`config.mk`:
```
export PLATFORM = sky130hd
export DESIGN_NAME = spi_csel_ctrl
export DESIGN_NICKNAME = d
export VERILOG_FILES = /design/src/rtl/spi_csel_pkg.sv /design/src/rtl/csel_decode.sv /design/src/rtl/csel_gap_load.sv /design/src/rtl/spi_csel_ctrl.sv
export SDC_FILE = /design/constraint.sdc
export NUM_CORES = 1
export LEC_CHECK = 0
export CAP_MARGIN = 5
export CORE_MARGIN = 4
export CORE_UTILIZATION = 55
export DETAILED_ROUTE_END_ITERATION = 10
export DONT_BUFFER_PORTS = 1
export PLACE_DENSITY = 0.76
export SLEW_MARGIN = 20
export SYNTH_ARGS = -nofsm -noshare
export SYNTH_HDL_FRONTEND = slang
export SYNTH_SLANG_ARGS = --single-unit
```
`constraint.sdc`:
```
create_clock -name clk -period 1.8 [get_ports clk]
set_input_delay 0.18 -clock clk [delete_from_list [all_inputs] [get_ports clk]]
set_output_delay 0.18 -clock clk [all_outputs]
set_load 0.02 [all_outputs]
```
`src/rtl/spi_csel_pkg.sv`:
```
package spi_csel_pkg;
    typedef enum logic [1:0] {
        ST_IDLE = 2'd0,
        ST_ACT  = 2'd1,
        ST_GAP  = 2'd2
    } csel_st_e;
endpackage

```
`src/rtl/csel_decode.sv`:
```
module csel_decode #(
    parameter int NCS = 4
) (
    input  logic [NCS-1:0] code_i,
    input  logic           pass_i,
    output logic [NCS-1:0] lines_o,
    output logic           illegal_o
);
    logic hit;

    always_comb begin
        lines_o   = '1;
        hit       = 1'b0;
        illegal_o = !pass_i && (&code_i);
        if (pass_i) begin
            lines_o = code_i;
        end else begin
            for (int i = 0; i < NCS; i++) begin
                if (!hit && !code_i[i]) begin
                    lines_o[i] = 1'b0;
                    hit        = 1'b1;
                end
            end
        end
    end
endmodule

```
`src/rtl/csel_gap_load.sv`:
```
module csel_gap_load #(
    parameter int DLY_W   = 8,
    parameter int MIN_GAP = 6
) (
    input  logic [DLY_W-1:0] cfg_i,
    output logic [DLY_W-1:0] load_o
);
    localparam logic [DLY_W-1:0] FLOOR = DLY_W'(MIN_GAP);

    always_comb begin
        if (cfg_i <= FLOOR) load_o = FLOOR - 1'b1;
        else                load_o = cfg_i - 1'b1;
    end
endmodule

```
`src/rtl/spi_csel_ctrl.sv`:
```
module spi_csel_ctrl #(
    parameter int NCS     = 4,
    parameter int DLY_W   = 8,
    parameter int MIN_GAP = 6
) (
    input  logic             clk,
    input  logic             rst_n,
    input  logic [NCS-1:0]   sel_code,
    input  logic             dec_mode,
    input  logic [DLY_W-1:0] gap_cfg,
    input  logic             start_req,
    input  logic             release_req,
    output logic             ready,
    output logic             grant,
    output logic             sel_err,
    output logic [NCS-1:0]   npcs
);
    import spi_csel_pkg::*;

    typedef struct packed {
        csel_st_e         st;
        logic [DLY_W-1:0] cnt;
        logic [NCS-1:0]   lines;
        logic             grant;
        logic             err;
    } csel_reg_t;

    csel_reg_t cur_q, nxt_d;

    logic [NCS-1:0]   dec_lines;
    logic             dec_bad;
    logic [DLY_W-1:0] gap_load;
    logic             sel_active;

    csel_decode #(.NCS(NCS)) u_decode (
        .code_i    (sel_code),
        .pass_i    (dec_mode),
        .lines_o   (dec_lines),
        .illegal_o (dec_bad)
    );

    csel_gap_load #(.DLY_W(DLY_W), .MIN_GAP(MIN_GAP)) u_gap (
        .cfg_i  (gap_cfg),
        .load_o (gap_load)
    );

    always_comb begin
        nxt_d       = cur_q;
        nxt_d.grant = 1'b0;
        nxt_d.err   = 1'b0;
        unique case (cur_q.st)
            ST_IDLE: begin
                if (start_req) begin
                    if (dec_bad) begin
                        nxt_d.err = 1'b1;
                    end else begin
                        nxt_d.st    = ST_ACT;
                        nxt_d.lines = dec_lines;
                        nxt_d.grant = 1'b1;
                    end
                end
            end
            ST_ACT: begin
                if (release_req) begin
                    nxt_d.st    = ST_GAP;
                    nxt_d.lines = '1;
                    nxt_d.cnt   = gap_load;
                end
            end
            ST_GAP: begin
                if (cur_q.cnt <= DLY_W'(1)) begin
                    nxt_d.st  = ST_IDLE;
                    nxt_d.cnt = '0;
                end else begin
                    nxt_d.cnt = cur_q.cnt - 1'b1;
                end
            end
            default: begin
                nxt_d.st    = ST_IDLE;
                nxt_d.lines = '1;
            end
        endcase
    end

    always_ff @(posedge clk or negedge rst_n) begin
        if (!rst_n) begin
            cur_q.st    <= ST_IDLE;
            cur_q.cnt   <= '0;
            cur_q.lines <= '1;
            cur_q.grant <= 1'b0;
            cur_q.err   <= 1'b0;
        end else begin
            cur_q <= nxt_d;
        end
    end

    assign ready      = (cur_q.st == ST_IDLE);
    assign grant      = cur_q.grant;
    assign sel_err    = cur_q.err;
    assign npcs       = cur_q.lines;
    assign sel_active = (cur_q.st == ST_ACT);
endmodule

```
==> impl_metrics.prom <==
# TYPE chip_impl_metric gauge
chip_impl_info{name="setup.worst_path.class",value="reg -> reg"} 1
chip_impl_info{name="largest_cells_by_area_after_synthesis",value="dfrtp_1 (28%), dfstp_2 (9.6%), ha_1 (4.6%)"} 1
chip_impl_info{name="cp-end-kind",value="flop"} 1
chip_impl_metric{name="mappedNetlistNets",unit=""} 136
chip_impl_metric{name="avgViaCountPerCell",unit=""} 6.44
chip_impl_metric{name="ys_async_sr_fraction",unit=""} 1.00
chip_impl_info{name="path_cells",value="or4_4 > o41ai_4 > buf_4 > o22ai_2 > a221o_1"} 1
chip_impl_metric{name="final_min_period_over_clock_period",unit=""} 1.01
chip_impl_metric{name="maximum_number_of_pins_on_one_net_before_global_route_repair",unit=""} 17
chip_impl_metric{name="area_growth",unit="%"} 15.6
chip_impl_metric{name="nNetsFinal",unit=""} 150
chip_impl_info{name="synth.largest_area_cell",value="dfrtp_1"} 1
chip_impl_metric{name="arrival",unit="ns"} 1.99
chip_impl_info{name="critical-path-slowest-cell",value="or4_4"} 1
chip_impl_metric{name="hpwl",unit="um"} 2060
chip_impl_metric{name="htreeDepth",unit=""} 1
chip_impl_metric{name="drtPass1Iterations",unit=""} 4
chip_impl_metric{name="ys_seq_area_frac",unit=""} 0.372
chip_impl_metric{name="mean_syn_cell_area",unit="sq um"} 9.49
chip_impl_info{name="cts_tree",value="yes"} 1
chip_impl_metric{name="wire_per_inst",unit="um"} 17.2
chip_impl_info{name="synthTopCellsByCount",value="dfrtp_1 (12), nor2_1 (11), nor3_1 (7)"} 1
chip_impl_metric{name="syn_area",unit="sq um"} 1090
chip_impl_metric{name="drt-initial-drc-count",unit=""} 47
chip_impl_metric{name="synthCells",unit=""} 115
chip_impl_metric{name="period_needed",unit="ns"} 1.81
chip_impl_metric{name="number_of_antenna_violations_at_the_first_check_in_global_routing",unit=""} 0
chip_impl_info{name="cts_root_buffer",value="clkbuf_4"} 1
chip_impl_metric{name="drt_drc_violations_left",unit=""} 0
chip_impl_metric{name="final_weighted_congestion_in_routability_driven_placement",unit=""} 0.861
chip_impl_metric{name="grt_pass1_wl",unit="um"} 4420
chip_impl_metric{name="synth-edff-count",unit=""} 0
chip_impl_metric{name="postLayoutCoreUtil",unit=""} 0.700
chip_impl_metric{name="yosys.area.top_type_share",unit=""} 0.275
chip_impl_metric{name="maxSlewHeadroom",unit=""} 0.525
chip_impl_metric{name="fin_total_pwr",unit="mW"} 2.03
chip_impl_info{name="postSynth.topFlopCell",value="dfrtp_1"} 1
chip_impl_info{name="synthMostInstantiatedCell",value="dfrtp_1"} 1
chip_impl_metric{name="chipHeight",unit="um"} 52.5
chip_impl_metric{name="finalMaxSlewViolations",unit=""} 0
chip_impl_metric{name="hold_violations",unit=""} 0
chip_impl_metric{name="rows",unit=""} 15
chip_impl_metric{name="effective_utilization_at_floorplan",unit=""} 0.606
chip_impl_metric{name="setup_viol",unit=""} 1
chip_impl_metric{name="clk_latency",unit="ns"} 0.29
chip_impl_metric{name="post-route-worst-setup-slack",unit="ns"} -0.0133
chip_impl_metric{name="grt_total_usage",unit=""} 0.219
chip_impl_metric{name="num_vias",unit=""} 986
chip_impl_metric{name="synth_cell_type_count",unit=""} 40
chip_impl_metric{name="dp.cells",unit=""} 146
chip_impl_metric{name="power.density",unit="nW/um^2"} 1610
chip_impl_metric{name="core_region_area",unit="sq um"} 1800
chip_impl_metric{name="synth_warnings",unit=""} 0
chip_impl_metric{name="setup_ws_pre_cts",unit="ns"} -0.0473
chip_impl_metric{name="total_clock_buffers_created_by_cts",unit=""} 3
chip_impl_metric{name="cellLeakagePower",unit="nW"} 0.532
chip_impl_metric{name="ir_worst_vdd",unit="mV"} 0.964
chip_impl_info{name="critical_path.startpoint_type",value="flop"} 1
chip_impl_metric{name="maxClockFrequency",unit="GHz"} 0.551
chip_impl_metric{name="cts.path.max_buffers",unit=""} 2
chip_impl_metric{name="global_route.overflow_total",unit=""} 0
chip_impl_metric{name="crit_buf_inv",unit=""} 1
chip_impl_metric{name="worstMarginPinSlew",unit="ns"} 0.711
chip_impl_metric{name="dieArea",unit="sq um"} 2760
chip_impl_metric{name="final_antenna_net_count",unit=""} 0
chip_impl_info{name="run_status",value="finished, violations left"} 1
chip_impl_info{name="setup_repair_after_global_routing_missed_its_margin",value="true"} 1
chip_impl_info{name="violated_checks",value="setup timing"} 1
chip_impl_metric{name="diodes",unit=""} 0
chip_impl_metric{name="finalWirelength",unit="um"} 2630
chip_impl_metric{name="grt_pass1_vias",unit=""} 960
chip_impl_metric{name="fin_worst_skew",unit="ns"} 0.00625
chip_impl_metric{name="fraction_of_final_layout_cells_sized_beyond_drive_strength_1",unit=""} 0.234
chip_impl_metric{name="max_stage_delay",unit="ns"} 0.56
chip_impl_info{name="worstHoldPathType",value="in -> reg"} 1
chip_impl_metric{name="placement.io_buffers",unit=""} 0
chip_impl_metric{name="filler_cell_count",unit=""} 154
chip_impl_metric{name="critical_path.max_fanout",unit=""} 6
chip_impl_metric{name="layoutNonFillerInstCount",unit=""} 153
chip_impl_metric{name="drv_cap",unit=""} 0
chip_impl_metric{name="ports",unit=""} 24
chip_impl_metric{name="timing.critical_path.required",unit="ns"} 1.98
chip_impl_metric{name="die_w",unit="um"} 52.5
chip_impl_metric{name="path_clk_slew",unit="ns"} 0.10
chip_impl_info{name="dominant_delay_contributor_by_cell_family_on_the_critical_path",value="simple AND/OR/NAND/NOR gates"} 1
chip_impl_metric{name="clock-sinks",unit=""} 16
chip_impl_metric{name="synth-seq-cells",unit=""} 16
through the flow:
step                cell area [sq um]  hold WS, ns  TNS [ns]
global placement                 1180       -0.115         0
global route                     1260       0.0426    -0.200
CTS                              1260       0.0383  -0.00183
detailed placement               1180       -0.115   -0.0473
finish                           1260       0.0511   -0.0133
floorplan                        1090       -0.116    -0.130
final timing paths:
check | startpoint | end | slack (ns) | cells past startpoint
worst max-delay path | cur_q[9] | cur_q[12] | -0.01 | 5
worst min-delay path | sel_code[3] | sel_err | 0.05 | 2
worst max register to register | cur_q[9] | cur_q[12] | -0.01 | 5
worst min register to register | cur_q[15] | npcs[2] | 0.62 | 1
max in group asynchronous | rst_n | cur_q[6] | 0.94 | 1
min in group asynchronous | rst_n | cur_q[9] | 0.38 | 1
state kept, by name (all words and copies together) (netlist names):
register / count
npcs: 4
cur_q: 10
grant: 1
sel_err: 1
cell families after synthesis:
kind of cell / after synthesis / share of synthesized area
AND/OR/NAND/NOR: 43 / 0.222
adder cells (fa/ha/maj): 4 / 0.0459
flip-flops: 16 / 0.372
XOR/XNOR: 5 / 0.0401
buffers and inverters: 13 / 0.0585
multiplexers: 1 / 0.00917
AO/OA/AOI/OAI: 33 / 0.252
cells in the final DEF, fill, tap and decap left out, drive strengths merged, types with 2 or more instances in the layout:
cell,synthesis,final
dfstp,4,4
and3b,2,2
o21ai,4,4
xor2,2,2
ha,4,4
nand3,2,2
or4,3,3
o22ai,5,5
clkbuf,4,4
a211o,2,2
o311ai,2,2
o41ai,2,2
nor4,2,2
dfrtp,12,12
o32a,3,3
o22a,5,5
nand2b,4,4
buf,4,15
dlygate4sd3,0,2
nor2,11,11
nor3b,4,4
nand2,5,5
inv,5,5
xnor2,3,3
nor3,7,7
timing repair:
item | in CTS | in global routing
buffers inserted | 1 | 0
hold buffers | 2 | 0
pin swaps | 0 | 0
resized for setup | 3 | 2
setup endpoints to repair | 3 | 6
hold endpoints to repair | 17 | 0
where the power goes:
part           internal (mW)  leakage [nW]  switching (mW)
registers              0.543         0.194           0.221
clock network          0.123        0.0210           0.119
logic                  0.528         0.317           0.494
final cells by class:
cell class | instances | area [sq um] | share of cell area
inverter | 5 | 18.8 | 0.0149
tap | 25 | 31.3 | 0.0248
multi-input combinational | 86 | 636 | 0.504
timing repair buffer | 17 | 133 | 0.105
clock buffer | 4 | 36.3 | 0.0288
sequential | 16 | 407 | 0.322
metal layers:
layer	wire length, um	vias to the layer above	part of all wire	track usage
met5	0	-	0	0
met4	17	0	0.0065	0.0766
met3	164	2	0.062	0.0541
met2	1260	42	0.48	0.341
met1	1190	480	0.45	0.294
li1	-	462	-	-
No activity file was read; power rests on OpenSTA's default activity.
